File: src/rtl/rtc_pkg.sv
package rtc_pkg;
    localparam int unsigned DATA_W = 32;

    localparam logic [4:0] OFS_COUNT  = 5'h00;
    localparam logic [4:0] OFS_MATCH  = 5'h04;
    localparam logic [4:0] OFS_LOAD   = 5'h08;
    localparam logic [4:0] OFS_CTRL   = 5'h0C;
    localparam logic [4:0] OFS_GATED  = 5'h10;
    localparam logic [4:0] OFS_RAW    = 5'h14;
    localparam logic [4:0] OFS_ACK    = 5'h18;
    localparam logic [4:0] OFS_VER    = 5'h1C;

    // packed MSB first: bit3 wrap, bit2 run, bit1 mask, bit0 enable
    typedef struct packed {
        logic wrap_en;
        logic run_en;
        logic irq_mask;
        logic irq_en;
    } ctrl_t;

    function automatic logic [DATA_W-1:0] step_count(
        input logic [DATA_W-1:0] cur,
        input logic              wrap
    );
        if (cur == {DATA_W{1'b1}})
            return wrap ? '0 : cur;
        return cur + 1'b1;
    endfunction
endpackage

File: src/rtl/rtc_prescaler.sv
module rtc_prescaler #(
    parameter int unsigned DIV = 32768
) (
    input  logic clk,
    input  logic rst,
    input  logic en,
    output logic tick
);
    localparam int unsigned PW = (DIV > 1) ? $clog2(DIV) : 1;

    generate
        if (DIV > 1) begin : g_div
            localparam logic [PW-1:0] LAST = PW'(DIV - 1);
            logic [PW-1:0] phase;

            always_ff @(posedge clk) begin
                if (rst)
                    phase <= '0;
                else if (en)
                    phase <= (phase == LAST) ? '0 : phase + 1'b1;
            end

            assign tick = en && (phase == LAST);

            assert_tick_spacing_R2: assert property (@(posedge clk) disable iff (rst)
                tick |=> !tick);
        end else begin : g_nodiv
            assign tick = en;
        end
    endgenerate

    assert_tick_stopped_R3: assert property (@(posedge clk) disable iff (rst)
        !en |-> !tick);
endmodule

File: src/rtl/rtc_counter.sv
module rtc_counter
    import rtc_pkg::*;
(
    input  logic              clk,
    input  logic              rst,
    input  logic              tick,
    input  logic              wrap_en,
    input  logic              load_wr,
    input  logic [DATA_W-1:0] load_val,
    output logic [DATA_W-1:0] count,
    output logic [DATA_W-1:0] staged,
    output logic              updated
);
    logic stage_pend;

    always_ff @(posedge clk) begin
        if (rst) begin
            count      <= '0;
            staged     <= '0;
            stage_pend <= 1'b0;
            updated    <= 1'b0;
        end else begin
            updated <= tick;
            if (tick) begin
                count      <= stage_pend ? staged : step_count(count, wrap_en);
                stage_pend <= 1'b0;
            end
            if (load_wr) begin
                staged     <= load_val;
                stage_pend <= 1'b1;
            end
        end
    end

    assert_hold_between_ticks_R3: assert property (@(posedge clk) disable iff (rst)
        !tick |=> $stable(count));

    assert_load_deferred_R4: assert property (@(posedge clk) disable iff (rst)
        (load_wr && !tick) |=> (count == $past(count)));

    assert_saturate_R5: assert property (@(posedge clk) disable iff (rst)
        (tick && !stage_pend && !wrap_en && count == {DATA_W{1'b1}}) |=> (count == {DATA_W{1'b1}}));
endmodule

File: src/rtl/rtc_alarm.sv
module rtc_alarm
    import rtc_pkg::*;
(
    input  logic              clk,
    input  logic              rst,
    input  logic              updated,
    input  logic [DATA_W-1:0] count,
    input  logic [DATA_W-1:0] match,
    input  logic              ack,
    input  logic              irq_en,
    input  logic              irq_mask,
    output logic              raw_pend,
    output logic              irq
);
    logic hit;

    assign hit = updated && (count == match);

    always_ff @(posedge clk) begin
        if (rst)
            raw_pend <= 1'b0;
        else if (hit)
            raw_pend <= 1'b1;
        else if (ack)
            raw_pend <= 1'b0;
    end

    assign irq = raw_pend & irq_en & ~irq_mask;

    assert_hit_sets_R6: assert property (@(posedge clk) disable iff (rst)
        hit |=> raw_pend);

    assert_gate_R7: assert property (@(posedge clk) disable iff (rst)
        (!irq_en || irq_mask) |-> !irq);

    assert_ack_clears_R8: assert property (@(posedge clk) disable iff (rst)
        (ack && !hit) |=> !raw_pend);

    assert_hit_wins_R9: assert property (@(posedge clk) disable iff (rst)
        (ack && hit) |=> raw_pend);
endmodule

File: src/rtl/secs_rtc.sv
module secs_rtc
    import rtc_pkg::*;
#(
    parameter int unsigned    TICK_DIV = 32768,
    parameter int unsigned    ADDR_W   = 5,
    parameter logic [31:0]    VERSION  = 32'h0001_0000
) (
    input  logic              clk,
    input  logic              rst,
    input  logic [ADDR_W-1:0] bus_addr,
    input  logic              bus_wr_en,
    input  logic [31:0]       bus_wdata,
    input  logic              bus_rd_en,
    output logic [31:0]       bus_rdata,
    output logic              alarm_irq
);
    localparam int unsigned CTRL_W = $bits(ctrl_t);

    ctrl_t             ctrl;
    logic [DATA_W-1:0] match_q;
    logic [DATA_W-1:0] count;
    logic [DATA_W-1:0] staged;
    logic              tick;
    logic              updated;
    logic              raw_pend;
    logic              irq;

    logic sel_match, sel_load, sel_ctrl, sel_ack;
    assign sel_match = (bus_addr == ADDR_W'(OFS_MATCH));
    assign sel_load  = (bus_addr == ADDR_W'(OFS_LOAD));
    assign sel_ctrl  = (bus_addr == ADDR_W'(OFS_CTRL));
    assign sel_ack   = (bus_addr == ADDR_W'(OFS_ACK));

    always_ff @(posedge clk) begin
        if (rst) begin
            ctrl    <= '0;
            match_q <= '0;
        end else if (bus_wr_en) begin
            if (sel_ctrl)
                ctrl <= ctrl_t'(bus_wdata[CTRL_W-1:0]);
            if (sel_match)
                match_q <= bus_wdata;
        end
    end

    rtc_prescaler #(.DIV(TICK_DIV)) u_presc (
        .clk  (clk),
        .rst  (rst),
        .en   (ctrl.run_en),
        .tick (tick)
    );

    rtc_counter u_count (
        .clk      (clk),
        .rst      (rst),
        .tick     (tick),
        .wrap_en  (ctrl.wrap_en),
        .load_wr  (bus_wr_en && sel_load),
        .load_val (bus_wdata),
        .count    (count),
        .staged   (staged),
        .updated  (updated)
    );

    rtc_alarm u_alarm (
        .clk      (clk),
        .rst      (rst),
        .updated  (updated),
        .count    (count),
        .match    (match_q),
        .ack      (bus_rd_en && sel_ack),
        .irq_en   (ctrl.irq_en),
        .irq_mask (ctrl.irq_mask),
        .raw_pend (raw_pend),
        .irq      (irq)
    );

    always_comb begin
        bus_rdata = '0;
        case (bus_addr)
            ADDR_W'(OFS_COUNT): bus_rdata = count;
            ADDR_W'(OFS_MATCH): bus_rdata = match_q;
            ADDR_W'(OFS_LOAD):  bus_rdata = staged;
            ADDR_W'(OFS_CTRL):  bus_rdata = {{(32-CTRL_W){1'b0}}, ctrl};
            ADDR_W'(OFS_GATED): bus_rdata = {31'd0, irq};
            ADDR_W'(OFS_RAW):   bus_rdata = {31'd0, raw_pend};
            ADDR_W'(OFS_VER):   bus_rdata = VERSION;
            default:            bus_rdata = '0;
        endcase
    end

    assign alarm_irq = irq;

    assert_match_write_only_R1: assert property (@(posedge clk) disable iff (rst)
        !(bus_wr_en && sel_match) |=> $stable(match_q));
endmodule

File: config.mk
export PLATFORM = sky130hd
export DESIGN_NAME = secs_rtc
export DESIGN_NICKNAME = d
export VERILOG_FILES = /design/src/rtl/rtc_pkg.sv /design/src/rtl/rtc_prescaler.sv /design/src/rtl/rtc_counter.sv /design/src/rtl/rtc_alarm.sv /design/src/rtl/secs_rtc.sv
export SDC_FILE = /design/constraint.sdc
export NUM_CORES = 1
export LEC_CHECK = 0
export ABC_CLOCK_PERIOD_IN_PS = 4700
export CELL_PAD_IN_SITES_DETAIL_PLACEMENT = 2
export CELL_PAD_IN_SITES_GLOBAL_PLACEMENT = 2
export CORE_ASPECT_RATIO = 0.7
export CORE_MARGIN = 8
export CORE_UTILIZATION = 35
export DETAILED_ROUTE_END_ITERATION = 7
export GPL_TIMING_DRIVEN = 0
export PLACE_DENSITY_LB_ADDON = 0.1
export SLEW_MARGIN = 20
export SYNTH_ARGS = -nofsm -noshare
export SYNTH_HDL_FRONTEND = slang
export SYNTH_SLANG_ARGS = --single-unit
File: constraint.sdc
create_clock -name clk -period 4.7 [get_ports clk]
set_input_delay 0.705 -clock clk [delete_from_list [all_inputs] [get_ports clk]]
set_output_delay 0.705 -clock clk [all_outputs]
set_load 0.02 [all_outputs]
[Word level (Yosys, flattened, before mapping)]
Cells that the tools add are included.
Word-level totals
  register bits: 118
  output and inout bits: 33
Operators by class
  add/subtract/negate cells: 2
  eq/ne operators: 11
  muxes and demuxes: 13
  bitwise operators: 3
  reduce and logical (&&, ||, !) cells: 10
Operator list (count)
  $pmux W32 S7: 1
  $mux W32: 4
  $add A32 B1 Y32 const B: 1
  $eq A32 B32 Y1: 1
  $eq A32 B32 Y1 const B: 1
  $eq A5 B5 Y1 const B: 4
  $add A15 B1 Y15 const B: 1
  $eq A15 B15 Y1 const B: 1
  $mux W15: 1
  $eq A5 B4 Y1 const B: 2
  $mux W1: 7
  $reduce_and A2 Y1: 3
  $eq A5 B3 Y1 const B: 1
  $logic_not A5 Y1: 1
  $logic_and A1 B1 Y1: 4
  $ne A4 B3 Y1 const B: 1
  $reduce_bool A2 Y1: 2
  $and A1 B1 Y1: 2
  $not A1 Y1: 1

[Depth between registers and ports, before layout]
Gate-level depths: netlist (run 1).
  word-level depth: 6
  mapped depth: 9
  gate-level depth less buffers: 6

[Modules after synthesis]
Synthesis (run 1) repeated with hierarchy kept, for this count alone.
Second synthesis, totals
  cell total of the unflattened synthesis: 793
  area total of the unflattened synthesis: 6951.7 um2
By module, submodules not included
  rtc_counter: instances 1, cells an instance 417, area an instance 3463.3 um2
  secs_rtc: instances 1, cells an instance 251, area an instance 2383.5 um2
  rtc_prescaler: instances 1, cells an instance 76, area an instance 708.2 um2
  rtc_alarm: instances 1, cells an instance 49, area an instance 396.6 um2

[Worst setup path before layout (run 1)]
No wires, ideal clock.
  path type: input to output
  from: input port bus_addr[3]
  to: output port bus_rdata[10]
  arrival: 2.249 ns
  data required time: 3.995 ns
  slack: 1.746 ns
  cell stages on the path: 6
  path through: nor4_1 > and2_1 > clkbuf_1 > clkbuf_1 > nand2_1 > o21ai_0
On the way
  longest elaborated chain between the ends: 2
Ends and longest elaborated chain
  from (decl): line secs_rtc.sv:10  | input logic [ADDR_W-1:0] bus_addr,
  $eq A5 B5 Y1, or another cell as far along: line secs_rtc.sv:80  | case (bus_addr)
  $pmux W32 S7 *: line secs_rtc.sv:80
  to (decl): line secs_rtc.sv:14  | output logic [31:0] bus_rdata,
Mark *: on every way between the ends. The rest lies on a longest branch, timed or not.

[Final worst setup path (run 1)]
  from: input port bus_addr[3]
  to: output port bus_rdata[13]
Same word-level chain as after synthesis.

==> flow_summary.yaml, run 1 <==
die:
  die_h_um: 129
  io_pins: 74
  dieArea_mm2: 0.0230
  core_area_mm2: 0.0180
  fp.dieW_um: 178
  start_util_pct: 35.7
  rows: 41
logic_synthesis:
  synth-xor-area-share_pct: 6.00
  syn_area_mm2: 0.00642
  synth_compound_area_share_pct: 22.6
  seq_area_frac_synth_pct: 36.8
  synth-async-reset-ratio_pct: 0
  yosys.area_share.simple_pct: 26.5
  netlist_instances: 871
  ys_warn_count: 0
  synth_edf_count: 0
  syn_avg_cell_area_um2: 7.38
  synth.mux.area_fraction_pct: 1.73
  synthAdderAreaFrac_pct: 0.389
  synth_top_family_by_area: "simple AND/OR/NAND/NOR gates"
  ys_ff_latch: 118
  synth-main-ff-cell: "dfxtp_1"
  synth_nets: 914
  ys_types: 55
placement:
  dp_cells: 1180
  dpl.hpwl_mm: 23.9
  gp_congestion: 0.940
  portBuffers: 72
route:
  drt-initial-drc-count: 598
  finalWirelength_mm: 33.2
  drcViolationCount: 0
  ant_nets: 0
  via_per_inst: 6.22
  vias: 7534
  drt_pass1_iterations: 5
  wl_per_cell_um: 27.4
sta:
  rsz0062_at_grt: "no"
  maxSlewHeadroom_pct: 36.8
  finalCritPeriodShare_pct: 98.7
  fin_setup_tns_ps: 0
  skew_ps: 11.0
  setup_viol: 0
  fin_crit_ps: 4640
  final_hold_viol_count: 0
  worst_pin_slew_ps: 940
  maxSlewViolCount: 0
  max_freq_mhz: 216
critical_path:
  crit_family: "buffers and inverters"
  cp.required_ps: 3990
  worst_path_largest_cell_delay_ps: 730
  crit_path_max_fanout: 10
  critPathKind: "input pin to output pin"
  crit_path_frequent_cell: "clkdlybuf4s50_1"
  rr_worst_depth: 7
  endpoint_kind: "output pin"
  critPathLaunchType: "input pin"
  path_depth: 6
  cp.buffers_inverters: 3
  cp_slowest_cell: "nor4b_1"
  crit_arrival_ps: 3930
  worstPathCellList: "clkdlybuf4s50_1 -> nor4b_1 -> clkbuf_1 -> a22oi_1 -> o21ai_0 -> clkdlybuf4s50_1"
power_and_ir_drop:
  finalPower_mw: 2.70
  peakVddDrop_mv: 0.232
  leakage_nw: 2.68
  powerDensity_mw_per_mm2: 333
clock_tree:
  clk_path_buf_depth: 2
  cts.sinks: 118
  postCtsSetupBuffers: 0
  clock_latency_ps: 430
  hold_buffers: 0
  cts_tree: "yes"
  cts_htree_levels: 4
  cts_buffers: 17
  cts.clk_slew.worst_paths_ps: 60
  cts_root_buf: "clkbuf_16"
global_route:
  antenna_found_initial: 0
  grt_first_pass_wirelength_mm: 49.6
  grt_max_degree: 17
  overflow: 0
  first_global_vias: 7850
  grt_usage_pct: 28.8
finish:
  stdcell_count: 1212
  fillers: 2063
  final_cell_mix: "197 x nand2_1, 118 x dfxtp_1, 97 x a21oi_1"
  syn_to_final_growth_pct: 26.3
  layout_commonest_cell: "nand2_1"
  drive_gt1_share_pct: 6.56
  nNetsFinal: 1006
  antenna_cells: 0
flow_run:
  maxCapViolations: 0
min_path:
  min_path_type: "flop to flop"
  worstHoldPathCells: 2
outcome:
  status: "completed"
[report_power, final]
part           internal [mW]  switching [mW]  leakage (nW)  total, mW
Sequential              1.01          0.0186         0.952       1.03
Clock                  0.927           0.550         0.309       1.48
Combinational         0.0688           0.120          1.42      0.189
[cell type report]
cell class / instances / area (µm²) / area share [%]
Multi-Input combinational cell: 658 / 3690 / 45.5
Sequential cell: 118 / 2360 / 29.1
Timing Repair Buffer: 73 / 728 / 8.97
Clock buffer: 20 / 457 / 5.63
Buffer: 81 / 339 / 4.18
Tap cell: 236 / 295 / 3.64
Clock inverter: 12 / 188 / 2.31
Inverter: 14 / 52.6 / 0.648
[through the flow]
step	utilization [%]	worst slack, ps	hold WS [ps]	cell area, µm²
2_1_floorplan	-	1750	445	6420
3_3_place_gp	41.3	-157	473	7440
3_5_place_dp	41.4	-224	479	7450
4_1_cts	45.0	3.95	497	8110
5_1_grt	45.1	21.9	531	8110
6_report	45.1	63.1	503	8110
[Yosys cell counts (9+ instances only)]
master,number,area share (%)
nand2_1,197,12
nand3_1,19,1.5
xor2_1,39,5.3
mux2i_1,10,1.6
nand4_1,24,2.3
o32ai_1,10,1.4
inv_1,14,0.82
a22oi_1,30,3.5
clkbuf_1,61,3.6
a21oi_1,97,7.6
buf_2,14,1.1
a31oi_1,9,0.88
and3_1,9,0.88
nor3_1,15,1.2
nor4_1,24,2.3
dfxtp_1,118,37
nor2_1,44,2.6
o21ai_0,42,3.3
[cell families after synthesis]
| group | count (synthesis) |
|---|---|
| adder cells (fa/ha/maj) | 2 |
| AO/OA/AOI/OAI | 235 |
| XOR/XNOR | 44 |
| flip-flops | 118 |
| multiplexers | 11 |
| buffers and inverters | 95 |
| AND/OR/NAND/NOR | 366 |
[path summary, 6_finish.rpt]
check                                             from                 to  slack, ps
worst max-delay path                       bus_addr[3]      bus_rdata[13]         60
worst min-delay path                 u_count.staged[5]  u_count.staged[5]        500
worst min register to register       u_count.staged[5]  u_count.staged[5]        500
worst max register to register  u_presc.g_div.phase[0]  u_count.count[14]       1280
[layer usage]
layer  GRT usage [%]  wire length [µm]
met1            38.7             14900
met3            5.20              2480
met2            45.7             15000
met5               0                 0
met4            9.87               831
[state kept, by name, summed over array words and instances (netlist names)]
register	count
ctrl	4
match_q	32
u_alarm.raw_pend	1
u_count.count	32
u_count.stage_pend	1
u_count.staged	32
u_count.updated	1
u_presc.g_div.phase	15
[worst register-to-register path: stages, from the launching register on]
cell,delay (ps)
dfxtp_1,400
ha_1,290
nand4_4,200
or4_1,610
buf_2,250
a31oi_1,620
nand3_1,580
o21ai_0,370
[what timing repair did]
action                     in CTS  in global routing
gates resized for setup         1                  4
setup endpoints to repair      20                 19
cloned                          0                  0
(Power assumes the default switching activity.)
==> run 2, diff against run 1 <==
RECOVER_POWER = 25   (was not set)
==> flow_summary.yaml, run 2 (same netlist as run 1, synthesis figures left out) <==
critical_path:
  cp.buffers_inverters: 3
  crit_path_max_fanout: 10
  cp.required_ps: 3990
  worstPathCellList: "dlygate4sd3_1 -> nor4b_1 -> clkbuf_1 -> a22oi_1 -> o21ai_0 -> clkdlybuf4s50_1"
  worst_path_largest_cell_delay_ps: 750
  critPathLaunchType: "input pin"
  path_depth: 6
  critPathKind: "input pin to output pin"
  crit_path_start: "bus_addr[1]"
  crit_arrival_ps: 3930
  timing.rr.start: "u_presc.g_div.phase[0]"
  cp-endpoint: "bus_rdata[12]"
  rr_endpoint: "u_count.count[14]"
  crit_family: "buffers and inverters"
  endpoint_kind: "output pin"
  cp_slowest_cell: "nor4b_1"
  rrSetupSlack_ps: 890
  rr_worst_depth: 7
outcome:
  status: "completed"
placement:
  dp_worst_setup_slack_ps: -224
  portBuffers: 72
  dpl.hpwl_mm: 23.9
  gp_congestion: 0.940
sta:
  max_freq_mhz: 216
  finalCritPeriodShare_pct: 98.6
  setup_ws_ps: 64.0
  fin_setup_tns_ps: 0
  maxSlewHeadroom_pct: 37.1
  setup_viol: 0
  fin_crit_ps: 4640
  worst_pin_slew_ps: 943
  rsz0062_at_grt: "no"
  maxSlewViolCount: 0
  skew_ps: 10.7
  final_hold_viol_count: 0
die:
  start_util_pct: 35.7
  fp.dieW_um: 178
  dieArea_mm2: 0.0230
  die_h_um: 129
  core_area_mm2: 0.0180
  io_pins: 74
  rows: 41
clock_tree:
  cts_tree: "yes"
  clock_latency_ps: 430
  cts_buffers: 17
  clk_path_buf_depth: 2
  cts_root_buf: "clkbuf_16"
  hold_buffers: 0
  cts_htree_levels: 4
  cts.clk_slew.worst_paths_ps: 60
  cts.sinks: 118
finish:
  antenna_cells: 0
  final_cell_mix: "197 x nand2_1, 118 x dfxtp_1, 97 x a21oi_1"
  drive_gt1_share_pct: 6.35
  multi_input_area_mm2: 0.00368
  layout_commonest_cell: "nand2_1"
  reg.largest.list: "match_q (32), u_count.count (32), u_count.staged (32)"
  fillers: 2065
  ff_latch_area_mm2: 0.00236
  nNetsFinal: 1006
  syn_to_final_growth_pct: 26.0
global_route:
  grt_first_pass_wirelength_mm: 49.6
  antenna_found_initial: 0
  grt_usage_pct: 28.8
  overflow: 0
  grt_max_degree: 17
  first_global_vias: 7850
route:
  drt-initial-drc-count: 622
  wl_per_cell_um: 27.4
  vias: 7573
  finalWirelength_mm: 33.3
  ant_nets: 0
  via_per_inst: 6.25
  drt_pass1_iterations: 5
  drcViolationCount: 0
power_and_ir_drop:
  power.internal_mw: 2.01
  peakVddDrop_mv: 0.232
  leakage_nw: 2.67
  powerDensity_mw_per_mm2: 334
  p_comb_share_pct: 7.0
  swShare_pct: 25.6
  seqPwrFrac_pct: 38.2
  p_sw_uw: 691
  power_frac_clock_pct: 54.8
min_path:
  min_path_type: "flop to flop"
flow_run:
  maxCapViolations: 0
==> run 2: cell count changes in the layout (fill, tap and decap cells not counted) <==
| cell | previous run | this run |
|---|---|---|
| buf_1 | 1 | 0 |
| buf_2 | 14 | 13 |
| nand4_1 | 24 | 25 |
| clkbuf_1 | 60 | 62 |
| dlygate4sd3_1 | 0 | 3 |
| nand4_4 | 1 | 0 |
| clkdlybuf4s50_1 | 72 | 69 |
==> run 2: stage by stage <==
| stage | instances | total power, mW | area, µm² | util [%] | hold slack (ps) |
|---|---|---|---|---|---|
| floorplan | 871 | 1.13 | 6420 | - | 445 |
| global placement | 1179 | 1.22 | 7440 | 41.3 | 473 |
| detailed placement | 1180 | 1.23 | 7450 | 41.4 | 479 |
| CTS | 1212 | 2.70 | 8110 | 45.0 | 497 |
| global route | 1212 | 2.75 | 8100 | 45.0 | 531 |
| finish | 1212 | 2.70 | 8100 | 45.0 | 503 |
==> run 2: tightest hold or removal path: stages, from the launching register on <==
cell	delay (ps)
dfxtp_1	340
nand2_1	60
a21oi_1	60
==> run 2: worst min path at each step <==
stage	startpoint	end	slack, ps	depth (start not counted)
2_1_floorplan	u_count.staged[28]	u_count.staged[28]	440	2
3_3_place_gp	u_count.staged[4]	u_count.staged[4]	470	2
3_5_place_dp	u_count.staged[5]	u_count.staged[5]	480	2
4_1_cts	u_count.staged[5]	u_count.staged[5]	500	2
5_1_grt	u_count.staged[16]	u_count.staged[16]	530	2
6_report	u_count.staged[5]	u_count.staged[5]	500	2
==> run 2: area by class of cell <==
type / count / share of cell area (%)
clock buffer: 20 / 5.64
inverter: 14 / 0.649
tap: 236 / 3.65
timing repair buffer: 73 / 8.99
multi-input combinational: 658 / 45.4
clock inverter: 12 / 2.32
buffer: 81 / 4.17
sequential: 118 / 29.2
==> run 2: power groups by stage <==
stage                     sequential [mW]  combinational [mW]  clock [mW]
after CTS                            1.03               0.183        1.48
after global placement               1.05               0.172           0
after floorplan                      1.05              0.0869           0
after detailed placement             1.05               0.180           0
after global routing                 1.03               0.196        1.52
final                                1.03               0.189        1.48
==> run 2: per-layer routing <==
| layer | part of all wire [%] | GRT usage, % | vias up | wire length [µm] |
|---|---|---|---|---|
| met5 | 0 | 0 | - | 0 |
| met4 | 2.7 | 9.87 | 0 | 911 |
| met3 | 6.8 | 5.20 | 76 | 2270 |
| met2 | 45 | 45.7 | 352 | 15000 |
| met1 | 45 | 38.7 | 3856 | 15100 |
| li1 | - | - | 3289 | - |
==> run 2: repair_timing <==
| item | in CTS | in global routing |
|---|---|---|
| setup endpoints to repair | 20 | 19 |
| gates resized for setup | 1 | 4 |
| setup buffers | 0 | 0 |
==> run 3, diff against run 2 <==
SETUP_SLACK_MARGIN = 0.3   (was not set)
==> flow_summary.yaml, run 3 (same netlist as run 1, synthesis figures left out) <==
outcome:
  status: "completed"
clock_tree:
  postCtsSetupBuffers: 0
  cts_buffers: 17
  hold_buffers: 0
  cts_root_buf: "clkbuf_16"
  clk_path_buf_depth: 2
  clock_latency_ps: 430
  cts.clk_slew.worst_paths_ps: 60
  cts_htree_levels: 4
  cts.sinks: 118
  cts_tree: "yes"
power_and_ir_drop:
  finalPower_mw: 2.70
  powerDensity_mw_per_mm2: 332
  peakVddDrop_mv: 0.232
  leakage_nw: 2.70
die:
  core_area_mm2: 0.0180
  io_pins: 74
  dieArea_mm2: 0.0230
  start_util_pct: 35.7
  die_h_um: 129
  fp.dieW_um: 178
  rows: 41
critical_path:
  endpoint_kind: "output pin"
  cp.required_ps: 3990
  rr_endpoint: "u_count.count[14]"
  crit_path_max_fanout: 10
  cp_slowest_cell: "clkdlybuf4s50_1"
  cp.buffers_inverters: 3
  timing.rr.start: "u_presc.g_div.phase[0]"
  rrSetupSlack_ps: 1310
  worstPathCellList: "dlygate4sd3_1 -> nor4_4 -> clkbuf_1 -> a22oi_1 -> o21ai_0 -> clkdlybuf4s50_1"
  crit_family: "buffers and inverters"
  worst_path_largest_cell_delay_ps: 690
  crit_arrival_ps: 3690
  critPathKind: "input pin to output pin"
  critPathLaunchType: "input pin"
  rr_worst_depth: 7
sta:
  fin_setup_tns_ps: 0
  whs_ps: 500
  final_hold_viol_count: 0
  finalCritPeriodShare_pct: 93.4
  rsz0062_at_grt: "no"
  fin_crit_ps: 4390
  maxSlewViolCount: 0
  setup_viol: 0
  max_freq_mhz: 228
  worst_pin_slew_ps: 949
  skew_ps: 13.5
  maxSlewHeadroom_pct: 36.2
finish:
  syn_to_final_growth_pct: 26.6
  final_area_mm2: 0.00813
  nNetsFinal: 1006
  drive_gt1_share_pct: 6.97
  stdcell_count: 1212
  antenna_cells: 0
  layout_commonest_cell: "nand2_1"
  reg.largest.list: "match_q (32), u_count.count (32), u_count.staged (32)"
  final_cell_mix: "197 x nand2_1, 118 x dfxtp_1, 97 x a21oi_1"
route:
  ant_nets: 0
  wl_per_cell_um: 27.4
  vias: 7545
  via_per_inst: 6.23
  drt_pass1_iterations: 5
  drcViolationCount: 0
  drt-initial-drc-count: 708
  finalWirelength_mm: 33.2
global_route:
  grt_max_degree: 17
  grt_first_pass_wirelength_mm: 49.7
  first_global_vias: 7867
  grt_usage_pct: 28.8
  antenna_found_initial: 0
  overflow: 0
flow_run:
  maxCapViolations: 0
min_path:
  worstHoldEndpoint: "u_count.staged[5]"
  worstHoldPathCells: 2
  min_path_type: "flop to flop"
  hold_start: "u_count.staged[5]"
placement:
  dpl_cell_area_mm2: 0.00745
  dpl.hpwl_mm: 23.9
  gp_congestion: 0.940
  dp_cells: 1180
  portBuffers: 72
-- run 3: worst max path at each step --
stage	endpoint	startpoint	cells after the start
floorplan	bus_rdata[10]	bus_addr[3]	6
global placement	bus_rdata[28]	bus_addr[3]	8
detailed placement	bus_rdata[13]	bus_addr[3]	8
CTS	bus_rdata[13]	bus_addr[3]	8
global route	bus_rdata[22]	bus_addr[3]	6
finish	bus_rdata[13]	bus_addr[3]	6
-- run 3: per-layer routing --
| metal | up-vias | wire length [µm] | track usage, % | part of all wire [%] |
|---|---|---|---|---|
| met5 | - | 0 | 0 | 0 |
| met4 | 0 | 811 | 9.97 | 2.4 |
| met3 | 64 | 2430 | 5.23 | 7.3 |
| met2 | 344 | 15100 | 45.8 | 46 |
| met1 | 3846 | 14900 | 38.8 | 45 |
| li1 | 3291 | - | - | - |
-- run 3: power by group --
part / switching, mW / internal, mW
combinational: 0.121 / 0.0688
sequential: 0.0187 / 1.01
clock: 0.551 / 0.927
total: 0.691 / 2.01
-- run 3: stage by stage --
stage,util (%),setup slack (ps)
2_1_floorplan,-,1750
3_3_place_gp,41.3,-157
3_5_place_dp,41.4,-224
4_1_cts,45.1,316
6_report,45.2,309
5_1_grt,45.2,257
-- run 3: area by class of cell --
class | count | area (µm²)
clock inverter | 12 | 188
buffer | 81 | 343
timing repair buffer | 73 | 728
sequential | 118 | 2360
multi-input combinational | 658 | 3710
inverter | 14 | 52.6
clock buffer | 20 | 457
fill | 2061 | 9870
tap | 236 | 295
-- run 3: timing repair --
item	CTS	global route
resized for setup	5	6
endpoints found under the setup margin	26	20
pin swaps	0	0
gates cloned	0	0
-- run 3: worst reg2reg max path, stage by stage, from the launching register on --
cell     delay (ps)
dfxtp_1         400
ha_1            290
nand4_4         200
or4_1           610
buf_2           250
a31oi_1         610
nand3_1         560
o21ai_0         360
